<file path="src/rtl/csq_pkg.sv">
package csq_pkg;

  typedef enum logic [2:0] {
    SQ_IDLE,
    SQ_CHECK,
    SQ_SEND,
    SQ_SCRUB,
    SQ_RECV,
    SQ_DONE,
    SQ_REJECT
  } sq_state_e;

endpackage

</file>
<file path="src/rtl/csq_window_check.sv">
// Converts a window address into a buffer offset and decides whether the
// window [offset, offset+size) lies within the buffer.
module csq_window_check #(
  parameter int ADDR_W    = 32,
  parameter int SIZE_W    = 32,
  parameter int BUF_BYTES = 3968,
  parameter int BUF_BASE  = 128
) (
  input  logic [ADDR_W-1:0]                  win_addr,
  input  logic [SIZE_W-1:0]                  win_size,
  output logic                               win_ok,
  output logic [$clog2(BUF_BYTES+1)-1:0]     win_off
);
  localparam int OFF_W = $clog2(BUF_BYTES + 1);
  // Two guard bits keep offset+size from wrapping.
  localparam int EW = ((ADDR_W > SIZE_W) ? ADDR_W : SIZE_W) + 2;

  logic [EW-1:0] addr_x;
  logic [EW-1:0] size_x;
  logic [EW-1:0] off_x;
  logic [EW-1:0] end_x;
  logic          below_base;

  always_comb begin
    addr_x     = EW'(win_addr);
    size_x     = EW'(win_size);
    below_base = addr_x < EW'(BUF_BASE);
    off_x      = addr_x - EW'(BUF_BASE);
    end_x      = off_x + size_x;
    win_ok     = !below_base && (off_x <= EW'(BUF_BYTES)) && (end_x <= EW'(BUF_BYTES));
    win_off    = off_x[OFF_W-1:0];
  end

endmodule

</file>
<file path="src/rtl/csq_cmd_reader.sv">
// Fetches command bytes from the buffer RAM (one-cycle read latency) and
// presents them on a valid/ready byte stream.
module csq_cmd_reader #(
  parameter int BUF_BYTES = 3968
) (
  input  logic                               clk,
  input  logic                               rst_n,
  input  logic                               load,
  input  logic [$clog2(BUF_BYTES+1)-1:0]     load_off,
  input  logic [$clog2(BUF_BYTES+1)-1:0]     load_cnt,
  output logic                               rd_en,
  output logic [$clog2(BUF_BYTES)-1:0]       rd_addr,
  input  logic [7:0]                         rd_data,
  output logic                               m_valid,
  output logic [7:0]                         m_data,
  input  logic                               m_ready,
  output logic                               drained
);
  localparam int OFF_W  = $clog2(BUF_BYTES + 1);
  localparam int RAM_AW = $clog2(BUF_BYTES);

  logic [OFF_W-1:0] fetch_left_q;
  logic [OFF_W-1:0] send_left_q;
  logic [OFF_W-1:0] addr_q;
  logic             pend_q;
  logic             vld_q;
  logic [7:0]       data_q;
  logic             fire;
  logic             issue;

  assign fire  = vld_q && m_ready;
  // A read is issued only when its byte will have a free output slot.
  assign issue = !load && !pend_q && (fetch_left_q != '0) && (!vld_q || fire);

  always_ff @(posedge clk or negedge rst_n) begin
    if (!rst_n) begin
      fetch_left_q <= '0;
      send_left_q  <= '0;
      addr_q       <= '0;
      pend_q       <= 1'b0;
      vld_q        <= 1'b0;
      data_q       <= '0;
    end else if (load) begin
      fetch_left_q <= load_cnt;
      send_left_q  <= load_cnt;
      addr_q       <= load_off;
      pend_q       <= 1'b0;
      vld_q        <= 1'b0;
    end else begin
      pend_q <= issue;
      if (issue) begin
        fetch_left_q <= fetch_left_q - 1'b1;
        addr_q       <= addr_q + 1'b1;
      end
      if (pend_q) begin
        data_q <= rd_data;
        vld_q  <= 1'b1;
      end else if (fire) begin
        vld_q <= 1'b0;
      end
      if (fire) begin
        send_left_q <= send_left_q - 1'b1;
      end
    end
  end

  assign rd_en   = issue;
  assign rd_addr = addr_q[RAM_AW-1:0];
  assign m_valid = vld_q;
  assign m_data  = data_q;
  assign drained = (send_left_q == '0) && !vld_q && !pend_q;

endmodule

</file>
<file path="src/rtl/csq_rsp_writer.sv">
// Accepts response bytes and places the first 'limit' of them at the
// response offset; extra bytes are consumed without a write.
module csq_rsp_writer #(
  parameter int BUF_BYTES = 3968
) (
  input  logic                               clk,
  input  logic                               rst_n,
  input  logic                               load,
  input  logic [$clog2(BUF_BYTES+1)-1:0]     load_off,
  input  logic [$clog2(BUF_BYTES+1)-1:0]     load_cnt,
  input  logic                               active,
  input  logic                               s_valid,
  input  logic [7:0]                         s_data,
  input  logic                               s_last,
  output logic                               s_ready,
  output logic                               wr_en,
  output logic [$clog2(BUF_BYTES)-1:0]       wr_addr,
  output logic [7:0]                         wr_data,
  output logic                               end_seen
);
  localparam int OFF_W  = $clog2(BUF_BYTES + 1);
  localparam int RAM_AW = $clog2(BUF_BYTES);

  logic [OFF_W-1:0] off_q;
  logic [OFF_W-1:0] lim_q;
  logic [OFF_W-1:0] cnt_q;
  logic [OFF_W-1:0] dest;
  logic             fire;
  logic             keep;

  assign fire = active && s_valid;
  assign keep = fire && (cnt_q < lim_q);
  assign dest = off_q + cnt_q;

  always_ff @(posedge clk or negedge rst_n) begin
    if (!rst_n) begin
      off_q <= '0;
      lim_q <= '0;
      cnt_q <= '0;
    end else if (load) begin
      off_q <= load_off;
      lim_q <= load_cnt;
      cnt_q <= '0;
    end else if (keep) begin
      cnt_q <= cnt_q + 1'b1;
    end
  end

  assign s_ready  = active;
  assign wr_en    = keep;
  assign wr_addr  = dest[RAM_AW-1:0];
  assign wr_data  = s_data;
  assign end_seen = fire && s_last;

endmodule

</file>
<file path="src/rtl/cmd_buffer_sequencer.sv">
module cmd_buffer_sequencer #(
  parameter int BUF_BYTES = 3968,
  parameter int BUF_BASE  = 128,
  parameter int ADDR_W    = 32,
  parameter int SIZE_W    = 32
) (
  input  logic                            clk,
  input  logic                            rst_n,
  input  logic                            start,
  input  logic [ADDR_W-1:0]               cmd_addr,
  input  logic [SIZE_W-1:0]               cmd_size,
  input  logic [ADDR_W-1:0]               rsp_addr,
  input  logic [SIZE_W-1:0]               rsp_size,
  output logic                            ram_en,
  output logic                            ram_we,
  output logic [$clog2(BUF_BYTES)-1:0]    ram_addr,
  output logic [7:0]                      ram_wdata,
  input  logic [7:0]                      ram_rdata,
  output logic                            cmd_valid,
  output logic [7:0]                      cmd_data,
  input  logic                            cmd_ready,
  input  logic                            rsp_valid,
  input  logic [7:0]                      rsp_data,
  input  logic                            rsp_last,
  output logic                            rsp_ready,
  output logic                            done,
  output logic                            error
);
  import csq_pkg::*;

  localparam int OFF_W   = $clog2(BUF_BYTES + 1);
  localparam int RAM_AW  = $clog2(BUF_BYTES);
  localparam int N_WIN   = 2;   // index 0: command window, 1: response window
  localparam logic [RAM_AW-1:0] LAST_IDX = RAM_AW'(BUF_BYTES - 1);

  sq_state_e st_q, st_d;

  logic [ADDR_W-1:0] win_addr_q [N_WIN];
  logic [SIZE_W-1:0] win_size_q [N_WIN];
  logic [N_WIN-1:0]  win_ok;
  logic [OFF_W-1:0]  win_off    [N_WIN];
  logic [OFF_W-1:0]  win_cnt    [N_WIN];

  logic              accept;
  logic [RAM_AW-1:0] clr_q;
  logic              clr_last;

  logic              rd_en;
  logic [RAM_AW-1:0] rd_addr;
  logic              drained;
  logic              wr_en;
  logic [RAM_AW-1:0] wr_addr;
  logic [7:0]        wr_data;
  logic              end_seen;

  // Parameter capture: only when a start is taken from idle.
  always_ff @(posedge clk or negedge rst_n) begin
    if (!rst_n) begin
      for (int i = 0; i < N_WIN; i++) begin
        win_addr_q[i] <= '0;
        win_size_q[i] <= '0;
      end
    end else if (st_q == SQ_IDLE && start) begin
      win_addr_q[0] <= cmd_addr;
      win_size_q[0] <= cmd_size;
      win_addr_q[1] <= rsp_addr;
      win_size_q[1] <= rsp_size;
    end
  end

  generate
    for (genvar w = 0; w < N_WIN; w++) begin : g_win
      csq_window_check #(
        .ADDR_W   (ADDR_W),
        .SIZE_W   (SIZE_W),
        .BUF_BYTES(BUF_BYTES),
        .BUF_BASE (BUF_BASE)
      ) u_chk (
        .win_addr(win_addr_q[w]),
        .win_size(win_size_q[w]),
        .win_ok  (win_ok[w]),
        .win_off (win_off[w])
      );
      assign win_cnt[w] = OFF_W'(win_size_q[w]);
    end
  endgenerate

  assign accept   = (st_q == SQ_CHECK) && (&win_ok);
  assign clr_last = (clr_q == LAST_IDX);

  // Sequencer state
  always_comb begin
    st_d = st_q;
    unique case (st_q)
      SQ_IDLE:   if (start) st_d = SQ_CHECK;
      SQ_CHECK:  st_d = (&win_ok) ? SQ_SEND : SQ_REJECT;
      SQ_SEND:   if (drained) st_d = SQ_SCRUB;
      SQ_SCRUB:  if (clr_last) st_d = SQ_RECV;
      SQ_RECV:   if (end_seen) st_d = SQ_DONE;
      SQ_DONE:   st_d = SQ_IDLE;
      SQ_REJECT: st_d = SQ_IDLE;
      default:   st_d = SQ_IDLE;
    endcase
  end

  always_ff @(posedge clk or negedge rst_n) begin
    if (!rst_n) st_q <= SQ_IDLE;
    else        st_q <= st_d;
  end

  // Scrub index walks the whole buffer once per exchange.
  always_ff @(posedge clk or negedge rst_n) begin
    if (!rst_n)                           clr_q <= '0;
    else if (st_q == SQ_SCRUB && !clr_last) clr_q <= clr_q + 1'b1;
    else                                  clr_q <= '0;
  end

  csq_cmd_reader #(.BUF_BYTES(BUF_BYTES)) u_reader (
    .clk     (clk),
    .rst_n   (rst_n),
    .load    (accept),
    .load_off(win_off[0]),
    .load_cnt(win_cnt[0]),
    .rd_en   (rd_en),
    .rd_addr (rd_addr),
    .rd_data (ram_rdata),
    .m_valid (cmd_valid),
    .m_data  (cmd_data),
    .m_ready (cmd_ready),
    .drained (drained)
  );

  csq_rsp_writer #(.BUF_BYTES(BUF_BYTES)) u_writer (
    .clk     (clk),
    .rst_n   (rst_n),
    .load    (accept),
    .load_off(win_off[1]),
    .load_cnt(win_cnt[1]),
    .active  (st_q == SQ_RECV),
    .s_valid (rsp_valid),
    .s_data  (rsp_data),
    .s_last  (rsp_last),
    .s_ready (rsp_ready),
    .wr_en   (wr_en),
    .wr_addr (wr_addr),
    .wr_data (wr_data),
    .end_seen(end_seen)
  );

  // RAM port ownership follows the phase.
  always_comb begin
    ram_en    = 1'b0;
    ram_we    = 1'b0;
    ram_addr  = '0;
    ram_wdata = '0;
    unique case (st_q)
      SQ_SEND: begin
        ram_en   = rd_en;
        ram_addr = rd_addr;
      end
      SQ_SCRUB: begin
        ram_en   = 1'b1;
        ram_we   = 1'b1;
        ram_addr = clr_q;
      end
      SQ_RECV: begin
        ram_en    = wr_en;
        ram_we    = wr_en;
        ram_addr  = wr_addr;
        ram_wdata = wr_data;
      end
      default: ;
    endcase
  end

  assign done  = (st_q == SQ_DONE) || (st_q == SQ_REJECT);
  assign error = (st_q == SQ_REJECT);

endmodule

</file>
<file path="config.mk">
export PLATFORM = sky130hd
export DESIGN_NAME = cmd_buffer_sequencer
export DESIGN_NICKNAME = d
export VERILOG_FILES = /design/src/rtl/csq_pkg.sv /design/src/rtl/csq_window_check.sv /design/src/rtl/csq_cmd_reader.sv /design/src/rtl/csq_rsp_writer.sv /design/src/rtl/cmd_buffer_sequencer.sv
export SDC_FILE = /design/constraint.sdc
export NUM_CORES = 1
export LEC_CHECK = 0
export ABC_CLOCK_PERIOD_IN_PS = 5200
export BUFFER_PORTS_ARGS = -buffer_cell sky130_fd_sc_hd__clkbuf_2
export CAP_MARGIN = 20
export CORE_MARGIN = 4
export CORE_UTILIZATION = 53
export CTS_CLUSTER_DIAMETER = 200
export CTS_CLUSTER_SIZE = 28
export DETAILED_ROUTE_END_ITERATION = 6
export PLACE_DENSITY_LB_ADDON = 0.2
export REMOVE_ABC_BUFFERS = 1
export SKIP_LAST_GASP = 1
export SYNTH_ARGS = -nofsm -noshare
export SYNTH_HDL_FRONTEND = slang
export SYNTH_SLANG_ARGS = --single-unit
</file>
<file path="constraint.sdc">
create_clock -name clk -period 5.2 [get_ports clk]
set_clock_uncertainty 0.2 [all_clocks]
set_input_delay 0.26 -clock clk [delete_from_list [all_inputs] [get_ports clk]]
set_output_delay 0.26 -clock clk [all_outputs]
set_load 0.03 [all_outputs]
</file>
; Word-level counts from Yosys, hierarchy flattened
; Index checks and enable logic that the tools add are counted.
; Widths: inputs -> output; s select.
[op_classes]
n_addsub = 10
n_mul = 0
n_div = 0
magnitude_cmp = 7
eq_ne = 11
shifts = 0
n_mux = 23
n_bitwise = 1
n_reduce_logical = 34
[op_table]
columns = cell, count
row1 = $le 34x12->1 const B, 4
row2 = $mux 12, 9
row3 = $add 34x32->34, 2
row4 = $sub 32x8->33 const B, 2
row5 = $lt 32x8->1 const B, 2
row6 = $add 12x1->12 const B, 3
row7 = $pmux 12 s3, 1
row8 = $sub 12x1->12 const B, 2
row9 = $logic_and 1x1->1, 16
row10 = $mux 3, 5
row11 = $pmux 3 s5, 1
row12 = $add 12x12->12, 1
row13 = $eq 12x12->1 const B, 1
row14 = $logic_not 12->1, 1
row15 = $lt 12x12->1, 1
row16 = $reduce_bool 12->1, 1
row17 = $eq 3x3->1 const B, 3
row18 = $mux 8, 1
row19 = $ne 2x2->1 const B, 4
row20 = $eq 3x2->1 const B, 2
row21 = $logic_not 1->1, 6
row22 = $reduce_bool 2->1, 3
row23 = $mux 1, 4
row24 = $reduce_and 2->1, 2
row25 = 8 further kinds, 9
[word_totals]
reg_bits = 225
latch_bits = 0
mem_bits_rw = 0
mem_bits_ro = 0
inputBits = 150
out_inout_bits = 34
word_cells = 101
n_memories = 0

; Longest topological paths before layout
; Gate-level depths: netlist (run 1).
[logic_depth]
ltp_word = 12
depth_mapped = 24
depth_no_buf = 19

; By module
; From an unflattened synthesis (run 1), not the netlist that was laid out.
[unflattened]
hier_cells = 1794
hier_area_um2 = 16811.1
[by_module_without_submodules]
columns = mod, n_inst, cells_per_inst, area_each_um2, seq_area_each_um2
row1 = cmd_buffer_sequencer, 1, 400, 5982.0, 3578.4
row2 = csq_window_check, 2, 438, 2976.6, 0.0
row3 = csq_cmd_reader, 1, 272, 2537.4, 1151.1
row4 = csq_rsp_writer, 1, 246, 2338.5, 900.9

; Worst setup path after synthesis (run 1)
; OpenSTA, ideal clock, no wires.
[synth_path]
path_type = flip-flop to flip-flop
startpoint = reg win_addr_q[13] (netlist bit)
endpoint = reg u_writer.lim_q[0]
setup_ps = 127
arrival_ps = 5276
required_time_ps = 4873
setup_slack_ps = -404
path_stages_with_launch = 21
path_buffers = 5
synth_period_minus_slack_ps = 5604
cell_sequence = dfrtp_1 > buf_2 > or4_4 > or4_1 > buf_2 > or2_2 > nor3_1 > xor2_1 > ha_1 > clkbuf_1 > nand2_1 > o21bai_1 > o22ai_1 > o21ai_0 > or4b_2 > a2111o_1 > nor4_2 > and4_1 > buf_4 > buf_6 > mux2_1
[synth_via]
elab_chain_cells = 6
word_cells_on_any_way = 10
cone_classes = 2 x add/sub / 3 x order compare / 5 x reduce/logical
[synth_rtl]
columns = item, line
row1 = from (decl), cmd_buffer_sequencer.sv:38  ; logic [ADDR_W-1:0] win_addr_q [N_WIN];
row2 = $sub 32x8->33 or $lt 32x8->1 (tied branches), "csq_window_check.sv:28, csq_window_check.sv:27"
row3 = "$add 34x32->34, or another cell as far along", csq_window_check.sv:29  ; end_x = off_x + size_x;
row4 = $le 34x12->1 or $logic_and 1x1->1 (tied branches), csq_window_check.sv:30  ; win_ok = !below_base && (off_x <= EW'(BUF_BYTES)) && (end_x <= EW'(BUF_BYTES));
row5 = $logic_and 1x1->1 *, csq_window_check.sv:30
row6 = $reduce_and 2->1 *, cmd_buffer_sequencer.sv:88  ; assign accept = (st_q == SQ_CHECK) && (&win_ok);
row7 = $logic_and 1x1->1 *, cmd_buffer_sequencer.sv:88
row8 = to (signal assigned), csq_rsp_writer.sv:42  ; lim_q <= load_cnt;
row9 = to (decl), csq_rsp_writer.sv:25  ; logic [OFF_W-1:0] lim_q;
; Every way passes the cells marked *; elsewhere a longest branch is shown, timed or not.
; A chain may end at the register's enable or synchronous reset.

; Worst setup path after layout (run 1)
[layout_path]
startpoint = reg win_addr_q[7] (netlist bit)
endpoint = reg u_writer.lim_q[0]
[layout_via]
elab_chain_cells = 6
word_cells_on_any_way = 10
cone_classes = 2 x add/sub / 3 x order compare / 5 x reduce/logical
[layout_rtl]
columns = item, line
row1 = $sub 32x8->33 *, csq_window_check.sv:28  ; off_x = addr_x - EW'(BUF_BASE);
row2 = via g_win[1].u_chk.off_x[7], csq_window_check.sv:20  ; logic [EW-1:0] off_x;
row3 = $add 34x32->34 or $le 34x12->1 (tied branches), "csq_window_check.sv:29, csq_window_check.sv:30"
row4 = $le 34x12->1 or $logic_and 1x1->1 (tied branches), csq_window_check.sv:30
row5 = $logic_and 1x1->1 *, csq_window_check.sv:30
row6 = $reduce_and 2->1 *, cmd_buffer_sequencer.sv:88
row7 = $logic_and 1x1->1 *, cmd_buffer_sequencer.sv:88
; The timed path passes the listed nets; every way through them passes the cells marked *.

==> summary.txt, run 1 <==
Worst hold path
  – Hold Crit Class: input port to asynchronous set/reset pin

Critical path
  – Critical path startpoint category: register
  – Worst reg2reg setup slack: 0.02 ns
  – Worst reg2reg path startpoint: win_addr_q[7]
  – Reg2reg end: u_writer.lim_q[0]
  – CP arrival: 5.38 ns
  – WP data required: ~5.4 ns
  – R2r worst-path depth: 21
  – Critical path capture point type: register
  – Crit-path max FO: 6
  – Crit Path Class: register to register

Floorplanning
  – CORE AREA: 28,780 um2
  – Die width: about 180 um
  – Die area: roughly 32,000 um2
  – I/O pin count: around 180
  – Initial Util: between 50% and 60%
  – Num rows: 62
  – Die height: ~180 um

GRT
  – Initial antenna violation count: 0
  – Gr usage total: about 28%
  – First-pass GRT wire length: 73,330 um
  – Vias in the first global route: around 14,000
  – Overflow after GRT: 0
  – Pin count of the biggest net entering global routing: approximately 110

Timing
  – Least-Margin Pin Slew: roughly 1.2 ns
  – Final setup violation count: 0
  – Tcrit/Tclk final: 99.61%
  – Fin crit period: 5.180 ns
  – RSZ-0062 raised after global routing: yes
  – Final setup TNS: 0 ns
  – Final Max Tran Viols: 0
  – Max Clock Freq: between 150 and 200 MHz
  – Worst relative slew slack: approximately a fifth
  – Fin. Hold Viols: 0

Cells and area
  – Cell area after layout: 20,130 um2
  – Layout cells sized above 1: between 20% and 30%
  – Nets@finish: approximately 2,400
  – N_diodes: 0
  – Layout area overhead: 29.79%

Clocking
  – H-tree depth: 1
  – Worst-path clk slew: 0.12 ns
  – Clk buf depth: 3
  – Clk_lat worst skew: ~0.50 ns
  – CTS tree: built
  – # clock sinks: approximately 230
  – Root buf cell: clkbuf_16
  – Inserted Clock Buffers: 12

Routing
  – Vias: 14,440
  – Post-DRT Antenna Nets: 0
  – Residual DRC count: 0
  – Detailed Routing Iterations Pass 1: 7
  – Initial detailed-routing violation count: slightly above 1,000
  – Mean routed wirelength per cell: 18.56 um
  – Number of vias per cell: between 5 and 6
  – Final wirelength: between 40,000 and 50,000 um

Power and ir drop
  – LEAKAGE: around 8.9 nW
  – Cell Pwr Density: roughly 690 nW/um2
  – Net switching power: roughly 6.7 mW
  – Internal: 7.166 mW
  – Part of the power in combinational logic: 69.7%
  – Sequential Power Share: a little under a quarter
  – Total Power: 13.85 mW
  – Clock network power share: under 10%
  – Max IR drop VDD: between 0.5 and 0.6 mV
  – Switch share: 48.25%

Synth
  – Post-Syn Area per Cell: between 9 and 10 um2
  – Asr flop ratio synth: 100.0%
  – Synth warn: 0
  – Netlist Area Pre-Place: roughly 16,000 um2
  – Predominant post-synthesis flop cell: dfrtp_1
  – Number of synthesized flops with an enable pin: 0
  – Sequential area share after synthesis: between 30 and 40%
  – Seq cells post-synth: between 200 and 250
  – Cells after Synth: 1,701
  – Synth cell types: 80

Placed design
  – DPL Wire Length: between 30,000 and 40,000 um
  – # port buffers: 183
  – Post-DP Area: approximately 18,000 um2
  – Gpl congestion: a little over 0.9

Run
  – Max-cap violations: 0

Outcome
  – Status: finished clean
## cells in the mapped netlist (all sizes together) (18+ instances only)
library cell	instances	share of area [%]
clkbuf	54	1.3
a21oi	120	3.9
a21o	25	1.2
mux2	133	9.7
mux2i	20	1.3
nor4	30	1.4
and3	20	0.81
or3	22	0.89
nand4	29	1.3
xor2	58	3.3
ha	93	7.5
nor3	40	1.3
nand2	177	4.3
inv	56	1.4
a211oi	18	0.87
dfrtp	225	36
xnor2	75	4.3
nand3	42	1.4
nor2	149	3.6
o21ai	100	3.2
## worst max-delay path by stage
stage / from / endpoint
after floorplan: st_q[0] / win_addr_q[0]
after global placement: win_addr_q[16] / u_reader.m_data[2]
after detailed placement: win_addr_q[16] / u_reader.m_data[5]
after CTS: win_addr_q[8] / u_reader.m_data[5]
after global routing: win_addr_q[16] / u_reader.send_left_q[4]
final: win_addr_q[7] / u_writer.lim_q[0]
## power groups by stage
| stage | registers, mW | logic [mW] | clock network [mW] |
|---|---|---|---|
| after floorplan | 2.99 | 6.08 | 0 |
| after global placement | 3.08 | 8.92 | 0 |
| after detailed placement | 3.11 | 8.99 | 0 |
| after CTS | 3.08 | 9.19 | 1.09 |
| after global routing | 3.21 | 10.6 | 1.14 |
| final | 3.13 | 9.65 | 1.06 |
## registers in the layout, summed over array words and instances, names as in the netlist
| name | count |
|---|---|
| u_reader.fetch_left_q | 12 |
| u_writer.off_q | 12 |
| u_writer.lim_q | 12 |
| clr_q | 12 |
| u_reader.pend_q | 1 |
| win_cnt | 24 |
| u_writer.cnt_q | 12 |
| u_reader.rd_addr | 12 |
| st_q | 3 |
| u_reader.m_data | 8 |
| u_reader.m_valid | 1 |
| win_addr_q | 64 |
| win_size_q | 40 |
| u_reader.send_left_q | 12 |
## per-layer routing
layer	GRT usage, %	share of wire, %
met5	0	0
met4	8.123	3.2
met3	2.763	4.8
met2	48.06	48
met1	38.57	44
## cell families after synthesis
group	synth area share [%]
flops	36.30
mux	10.95
fa+ha+maj	7.889
compound gates	14.61
xor+xnor	7.558
simple gates	19.30
buf+inv	3.396
## worst max-delay path: stages, from the launching register on
cell and delay [ns]:
dfrtp_1 0.44, inv_2 0.08, ha_2 0.21, nand2b_4 0.08
buf_4 0.14, or2_2 0.33, nor3_2 0.23, xor2_1 0.20
ha_2 0.33, buf_4 0.17, nand2_1 0.06, o21ai_0 0.07
or2_2 0.28, a21oi_1 0.24, nor2_1 0.10, xor2_1 0.18
or4_1 0.53, nor4b_4 0.38, buf_4 0.17, and4_4 0.24
buf_12 0.14, mux2_4 0.30
## placed cells by master, fill, tap and decap left out, types with 55 or more instances in the layout
cell type,synthesis,layout
dlygate4sd3_1,0,138
xor2_1,58,58
clkbuf_2,0,182
inv_1,56,55
ha_1,93,86
nor2_1,149,131
dfrtp_1,225,225
a21oi_1,120,108
mux2_2,132,124
buf_4,2,131
nand2_1,175,169
o21ai_0,91,82
xnor2_1,74,73
## cell type report
class	instances	area, um2
multi-input cells	1349	9839
fillers	2211	8648
flip-flops and latches	225	5630
repair buffers	472	3612
well taps	384	480.5
clock buffers	14	329.1
inverters	56	210.2
clock inverters	1	30.03
## per-stage QoR
stage / hold WS (ns) / setup slack (ns) / utilization [%] / std cells
after CTS: 0.09372 / 0.01695 / 67.64 / 2484
after floorplan: -0.2356 / -5.755 / - / 1630
after global routing: 0.1308 / -0.1885 / 69.95 / 2501
after detailed placement: 0.03808 / -0.1850 / 61.33 / 2331
after global placement: 0.03517 / -0.1332 / 61.33 / 2331
final: 0.09664 / 0.02029 / 69.95 / 2501
## what timing repair did
action,in CTS,in global routing
gates resized for setup,20,131
hold endpoints to repair,199,0
cloned,0,2
pin swaps,2,37
hold buffers,138,0
endpoints found under the setup margin,78,82
buffers inserted,0,15
Power figures use the tool's default switching activity.
==> inputs of run 2 (changes only) <==
--- a/config.mk
+++ b/config.mk
@@ -5,6 +5,7 @@
 export SDC_FILE = /design/constraint.sdc
 export NUM_CORES = 1
 export LEC_CHECK = 0
+export ABC_AREA = 1
 export ABC_CLOCK_PERIOD_IN_PS = 5200
 export BUFFER_PORTS_ARGS = -buffer_cell sky130_fd_sc_hd__clkbuf_2
 export CAP_MARGIN = 20
@@ -13,6 +14,8 @@
 export CTS_CLUSTER_DIAMETER = 200
 export CTS_CLUSTER_SIZE = 28
 export DETAILED_ROUTE_END_ITERATION = 6
+export GPL_TIMING_DRIVEN = 0
+export HOLD_SLACK_MARGIN = 0.06
 export PLACE_DENSITY_LB_ADDON = 0.2
 export REMOVE_ABC_BUFFERS = 1
 export SKIP_LAST_GASP = 1
==> run 2 against run 1 <==
Compared with the run above: the run now ends with DRC left; flip-flop and latch count is the same; utilization fell by 5.1 points; setup slack gained 0.35 ns; largest cell class unchanged; largest power group unchanged.
==> summary.txt, run 2 <==
Timing
  – Least-Margin Pin Slew: approximately 0.73 ns
  – Final setup TNS: 0 ns
  – Final setup violation count: 0
  – Final worst slack: about 0.37 ns
  – Fin crit period: between 4 and 5 ns
  – Worst relative slew slack: between 50% and 60%
  – Max Clock Freq: between 200 and 250 MHz
  – Tcrit/Tclk final: a little over 90%
  – Final Max Tran Viols: 0
  – Fin. Hold Viols: 0

Floorplanning
  – I/O pin count: about 180
  – Die width: between 150 and 200 um
  – Initial Util: 53.83%
  – Die height: 184.5 um
  – Die area: between 30,000 and 40,000 um2
  – CORE AREA: a little over 30,000 um2
  – Num rows: 64

Synth
  – Post-Synth Simple-Gate Area: 32.56%
  – Dominant cell by count in the synthesized netlist: nand2_1
  – Top cell type's share of synthesized area: between 30% and 40%
  – Predominant post-synthesis flop cell: dfrtp_1
  – Combinational family with the most area after synthesis: simple AND/OR/NAND/NOR gates
  – Post-Syn Area per Cell: around 6.8 um2
  – Netlist Area Pre-Place: approximately 17,000 um2
  – Top cells by area, synth: dfrtp_1, nand2_1, inv_1, nor2_1, ha_1
  – Cells after Synth: about 2,400
  – Synth cell types: 48
  – Number of synthesized flops with an enable pin: 0
  – Sequential area share after synthesis: roughly a third
  – Asr flop ratio synth: 100.0%
  – Synth area leader: dfrtp_1
  – Seq cells post-synth: 225
  – Top cells by count, synth: nand2_1, inv_1, nor2_1
  – Synth Area in Adders: between 7 and 8%
  – XOR/XNOR share of the synthesized area: under 10%
  – Synth warn: 0
  – Compound-cell area share of the yosys netlist: between 9 and 10%
  – Mux cell area share after synthesis: ~4.3%

GRT
  – Initial antenna violation count: 0
  – Overflow after GRT: 0
  – Pin count of the biggest net entering global routing: between 100 and 150
  – First-pass GRT wire length: about 77,000 um
  – Gr usage total: around 27%
  – Vias in the first global route: about 16,000

Critical path
  – CP arrival: roughly 4.4 ns
  – Critical path capture point type: primary output
  – Crit-path leading delay family: simple AND/OR/NAND/NOR gates
  – R2r worst-path depth: 24
  – WP data required: between 4 and 5 ns
  – Crit-path cells: inv_4 -> ha_4 -> nand2_2 -> nor2_2 -> nand2_1 -> nand2_1 -> inv_1 -> ha_1 -> a21oi_1 -> o21ai_0 -> a21oi_1 -> inv_1 -> a21oi_1 -> nand2_1 -> a21oi_1 -> or2_1 -> nand3_1 -> nor2_4 -> nand3_4 -> nand2_1 -> o21bai_1 -> clkbuf_2
  – Worst reg2reg path startpoint: win_addr_q[39]
  – Max incr delay on CP: ~0.4 ns
  – Critical path startpoint category: register
  – Crit Path Class: register to primary output
  – Worst path depth: 22
  – Slowest-stage cell, CP: dfrtp_1
  – Crit-path max FO: 7
  – Crit path buf inv count: 4
  – Worst reg2reg setup slack: between 0.4 and 0.5 ns
  – CP startpoint: win_addr_q[39]

Worst hold path
  – Hold_sp: rsp_valid
  – Hold Crit Class: input port to register
  – Hold path depth: 6

Placed design
  – # port buffers: 183
  – DPL Wire Length: 35,780 um
  – Worst slack, placed: -0.8079 ns
  – Inst Count DP: just under 3,000
  – Gpl congestion: about 0.92

Clocking
  – H-tree depth: 1
  – Inserted Clock Buffers: 12
  – Worst-path clk slew: 0.11 ns
  – # clock sinks: ~230
  – CTS tree: built
  – Root buf cell: clkbuf_16
  – Clk_lat worst skew: approximately 0.48 ns
  – Clk buf depth: 3

Run
  – Max-cap violations: 0

Cells and area
  – Most frequent cells in the layout: nand2_1, inv_1, nor2_1
  – Final std cells w/o fill: ~3,100
  – Most common cell after layout, fill and taps aside: nand2_1
  – Layout cells sized above 1: 11.87%
  – Layout area overhead: 20.42%
  – Biggest register: win_addr_q
  – Largest register FFs: between 60 and 70
  – N_diodes: 0
  – Nets@finish: about 3,000

Power and ir drop
  – Cell Pwr Density: between 500 and 600 nW/um2
  – LEAKAGE: between 10 and 15 nW
  – Max IR drop VDD: 0.5397 mV

Outcome
  – Status: complete, but fails checks
  – Violated checks: DRC

Routing
  – Mean routed wirelength per cell: between 10 and 15 um
  – Vias: approximately 16,000
  – Residual DRC count: 2
  – Initial detailed-routing violation count: ~1,000
  – Detailed Routing Iterations Pass 1: 7
  – Final wirelength: between 40,000 and 50,000 um
  – Post-DRT Antenna Nets: 0
  – Number of vias per cell: 5.228
-- run 2: changes by cell type in the layout (fill, tap and decap cells not counted), sizes merged, moves of 29 or more --
cell | previous run | this run
nand3 | 42 | 160
nor2 | 149 | 338
xnor2 | 75 | 19
a21oi | 120 | 153
buf | 150 | 16
nand2 | 177 | 684
inv | 56 | 348
nor4 | 30 | 1
mux2 | 133 | 63
-- run 2: cell families after synthesis --
| family | count (synthesis) |
|---|---|
| mux | 63 |
| flops | 225 |
| xor+xnor | 52 |
| simple gates | 1295 |
| compound gates | 290 |
| buf+inv | 393 |
| fa+ha+maj | 96 |
-- run 2: cell type report --
cell class / instances / area [um2]
clock buffer: 14 / 329.1
clock inverter: 1 / 30.03
fill: 2775 / 10790
inverter: 349 / 1315
multi-input combinational: 1797 / 9488
sequential: 225 / 5630
tap: 396 / 495.5
timing repair buffer: 343 / 2594
-- run 2: path summary, 6_finish.rpt --
check                                            to
hold reg to reg                  u_reader.m_data[5]
min in group asynchronous                win_cnt[2]
setup / recovery                             ram_en
max in group asynchronous         u_writer.off_q[7]
hold / removal                    u_writer.cnt_q[0]
setup reg to reg           u_reader.fetch_left_q[1]
-- run 2: metal layers --
layer | vias to the layer above | share of wire (%) | global-route usage (%)
li1 | 8337 | - | -
met1 | 7525 | 45 | 36.79
met2 | 393 | 48 | 47.11
met3 | 82 | 4.4 | 2.625
met4 | 0 | 2.9 | 7.335
met5 | - | 0 | 0
-- run 2: repair_timing --
item	4_1_cts	5_1_grt
hold endpoints to repair	364	0
hold buffers	143	0
gates resized for setup	12	20
gates cloned	1	0
pin swaps	3	5
endpoints found under the setup margin	78	37
buffers inserted	4	6
-- run 2: worst min-delay path: stages --
cell and delay, ns:
clkbuf_2 0.09, inv_1 0.05, nor2_1 0.06, nand3_1 0.24, xor2_1 0.11, nor2_1 0.09
-- run 2: per-stage QoR --
stage	hold slack (ns)	instance area, um2	total power, mW	utilization, %
after floorplan	-0.2356	16290	8.457	-
after global routing	0.2684	19880	12.95	64.83
after CTS	0.2416	19750	11.65	64.38
after detailed placement	0.02298	17870	10.42	58.28
final	0.2480	19880	11.74	64.83
after global placement	0.2527	17700	10.39	57.72
-- run 2: power by group --
group,total [mW],switching (mW),internal [mW],leakage (nW)
sequential,2.95,0.594,2.36,2.65
clock,1.06,0.590,0.465,0.173
combinational,7.74,4.96,2.78,7.50
total,11.7,6.14,5.60,10.3
==> inputs of run 3 (changes only) <==
--- a/config.mk
+++ b/config.mk
@@ -8,7 +8,7 @@
 export ABC_AREA = 1
 export ABC_CLOCK_PERIOD_IN_PS = 5200
 export BUFFER_PORTS_ARGS = -buffer_cell sky130_fd_sc_hd__clkbuf_2
-export CAP_MARGIN = 20
+export CAP_MARGIN = 10
 export CORE_MARGIN = 4
 export CORE_UTILIZATION = 53
 export CTS_CLUSTER_DIAMETER = 200
==> constraint.sdc (replaced) <==
create_clock -name clk -period 5.2 [get_ports clk]
set_clock_uncertainty 0.2 [all_clocks]
set_input_delay 0.78 -clock clk [delete_from_list [all_inputs] [get_ports clk]]
set_output_delay 0.78 -clock clk [all_outputs]
set_load 0.03 [all_outputs]
==> run 3 against run 2 <==
Compared with the run above: the run now ends clean; sequential share of layout area increased by 0.25 points; clock-buffer cell count unchanged; sequential power increased by 3%; first-iteration DRC count increased by 7.2%; wire length decreased by 0.87%; combinational power increased by 15%; flip-flop and latch count unchanged; worst hold slack improved by 0.036 ns; largest power group unchanged.
==> summary.txt, run 3 (synthesis gave the netlist of run 2 again) <==
Cells and area
  – Biggest register: win_addr_q
  – N_diodes: 0
  – Layout cells sized above 1: around a fifth
  – Nets@finish: 2,862
  – Most common cell after layout, fill and taps aside: nand2_1
  – Layout area overhead: 19.48%
  – Storage element area: 5635 um2
  – Area of the multi-input gates: between 10,000 and 15,000 um2
  – Final std cells w/o fill: between 3,000 and 4,000
  – Filler Cell Count: between 2,000 and 3,000
  – Largest register FFs: 64
  – Most frequent cells in the layout: nand2_1, inv_1, nor2_1

Worst hold path
  – Hold_sp: u_reader.m_data[5]
  – Hold Crit Endpoint: u_reader.m_data[5]
  – Hold path depth: 2
  – Hold Crit Class: register to register

Clocking
  – H-tree depth: 1
  – CTS tree: built
  – Worst-path clk slew: roughly 0.11 ns
  – Clk buf depth: 3
  – Clk_lat worst skew: just under 0.5 ns
  – # clock sinks: between 200 and 250
  – Root buf cell: clkbuf_16
  – Inserted Clock Buffers: 12

Floorplanning
  – Num rows: 64
  – Initial Util: between 50% and 60%
  – Die height: 184.5 um
  – I/O pin count: between 150 and 200
  – Die area: 34,040 um2
  – CORE AREA: 30,670 um2
  – Die width: 184.5 um

Power and ir drop
  – Net switching power: roughly 6.8 mW
  – Sequential Power Share: a little under a quarter
  – Internal: around 6.2 mW
  – Part of the power in combinational logic: 68.5%
  – Clock network power share: slightly above 8%
  – Total Power: 13.02 mW
  – Max IR drop VDD: 0.5237 mV
  – LEAKAGE: approximately 10 nW
  – Switch share: between 50% and 60%
  – Cell Pwr Density: ~660 nW/um2

Routing
  – Mean routed wirelength per cell: 15.38 um
  – Detailed Routing Iterations Pass 1: 5
  – Number of vias per cell: 5.370
  – Final wirelength: between 40,000 and 50,000 um
  – Vias: about 16,000
  – Initial detailed-routing violation count: around 1,100
  – Residual DRC count: 0
  – Post-DRT Antenna Nets: 0

Run
  – Max-cap violations: 0

GRT
  – Pin count of the biggest net entering global routing: 101
  – First-pass GRT wire length: around 75,000 um
  – Gr usage total: a little over a quarter
  – Initial antenna violation count: 0
  – Vias in the first global route: around 15,000
  – Overflow after GRT: 0

Critical path
  – CP arrival: slightly above 4 ns
  – Critical path capture point type: primary output
  – R2r worst-path depth: 26
  – Reg2reg end: u_reader.send_left_q[6]
  – Crit-path max FO: 6
  – Critical path startpoint category: register
  – Worst reg2reg setup slack: around 0.37 ns
  – WP data required: about 4.2 ns
  – Crit Path Class: register to primary output
  – Worst reg2reg path startpoint: win_addr_q[40]

Timing
  – Least-Margin Pin Slew: between 1 and 1.5 ns
  – Final Max Tran Viols: 0
  – RSZ-0062 raised after global routing: yes
  – Tcrit/Tclk final: approximately 97%
  – Fin. Hold Viols: 0
  – Tightest hold margin: roughly 0.28 ns
  – Worst relative slew slack: around a third
  – Fin crit period: approximately 5.0 ns
  – Final worst slack: between 0.15 and 0.2 ns
  – Max Clock Freq: 198.6 MHz
  – Final setup violation count: 0

Placed design
  – Worst slack, placed: -0.7822 ns
  – DPL Wire Length: ~36,000 um
  – Inst Count DP: roughly 3,000
  – # port buffers: about 180
  – Gpl congestion: slightly above 0.9

Outcome
  – Status: finished clean
-- run 3: changes by cell type in the layout (fill, tap and decap cells not counted), sizes merged --
| cell | change |
|---|---|
| buf | +32 |
| clkbuf | -2 |
| dlygate4sd3 | -142 |
-- run 3: cell type report --
type | instances | area share [%]
Multi-Input combinational cell | 1797 | 53.14
Sequential cell | 225 | 28.57
Timing Repair Buffer | 231 | 7.294
Inverter | 349 | 6.666
Tap cell | 396 | 2.512
Clock buffer | 14 | 1.668
Clock inverter | 1 | 0.1522
-- run 3: critical path, stage by stage (launching register included) --
cell and delay [ns]:
dfrtp_1 0.43, inv_2 0.09, ha_4 0.18, nand2_4 0.09, nor2_4 0.21, buf_4 0.15, nand3_1 0.07, nand2_1 0.16
ha_4 0.25, a21oi_2 0.15, nor2_1 0.06, nor2_2 0.13, and2_1 0.16, nand3_2 0.12, nand2_1 0.11, inv_1 0.04
o21ai_0 0.15, nand3b_1 0.11, nor2_2 0.14, nand3_2 0.09, nor2_4 0.21, nand3_4 0.11, nand2_4 0.12, o21bai_1 0.07
buf_4 0.17
-- run 3: per-stage QoR --
step           cell area (um2)  utilization [%]  setup TNS (ns)
2_1_floorplan            16290                -          -96.31
3_3_place_gp             17700            57.72         -803.63
3_5_place_dp             17870            58.26          -32.17
4_1_cts                  18690            60.95               0
5_1_grt                  19730            64.32        -0.09916
6_report                 19730            64.32               0
-- run 3: worst max path at each step --
stage                                          to      startpoint
after floorplan                     win_addr_q[0]           start
after global placement             win_size_q[19]           start
after detailed placement  u_reader.send_left_q[6]   win_addr_q[7]
after CTS                                  ram_en  win_addr_q[15]
after global routing                       ram_en  win_addr_q[13]
final                                      ram_en  win_addr_q[40]
-- run 3: routing by layer --
layer	global-route usage, %	vias to the layer above	share of wire, %
met5	0	-	0
met4	7.335	0	3.1
met3	2.427	86	4.6
met2	44.92	452	47
met1	36.32	7528	45
li1	-	8113	-
-- run 3: timing repair --
| action | in CTS | in global routing |
|---|---|---|
| hold endpoints to repair | 41 | 0 |
| endpoints found under the setup margin | 78 | 37 |
| gates cloned | 1 | 0 |
| gates resized for setup | 74 | 216 |
| pin swaps | 12 | 60 |
| hold buffers | 1 | 0 |
| setup buffers | 15 | 27 |
-- run 3: power by group through the flow --
stage	clock network [mW]	registers [mW]	logic, mW
global route	1.15	3.12	9.96
detailed placement	0	2.97	7.44
floorplan	0	2.82	5.63
finish	1.06	3.04	8.92
CTS	1.10	2.96	7.79
global placement	0	2.96	7.43
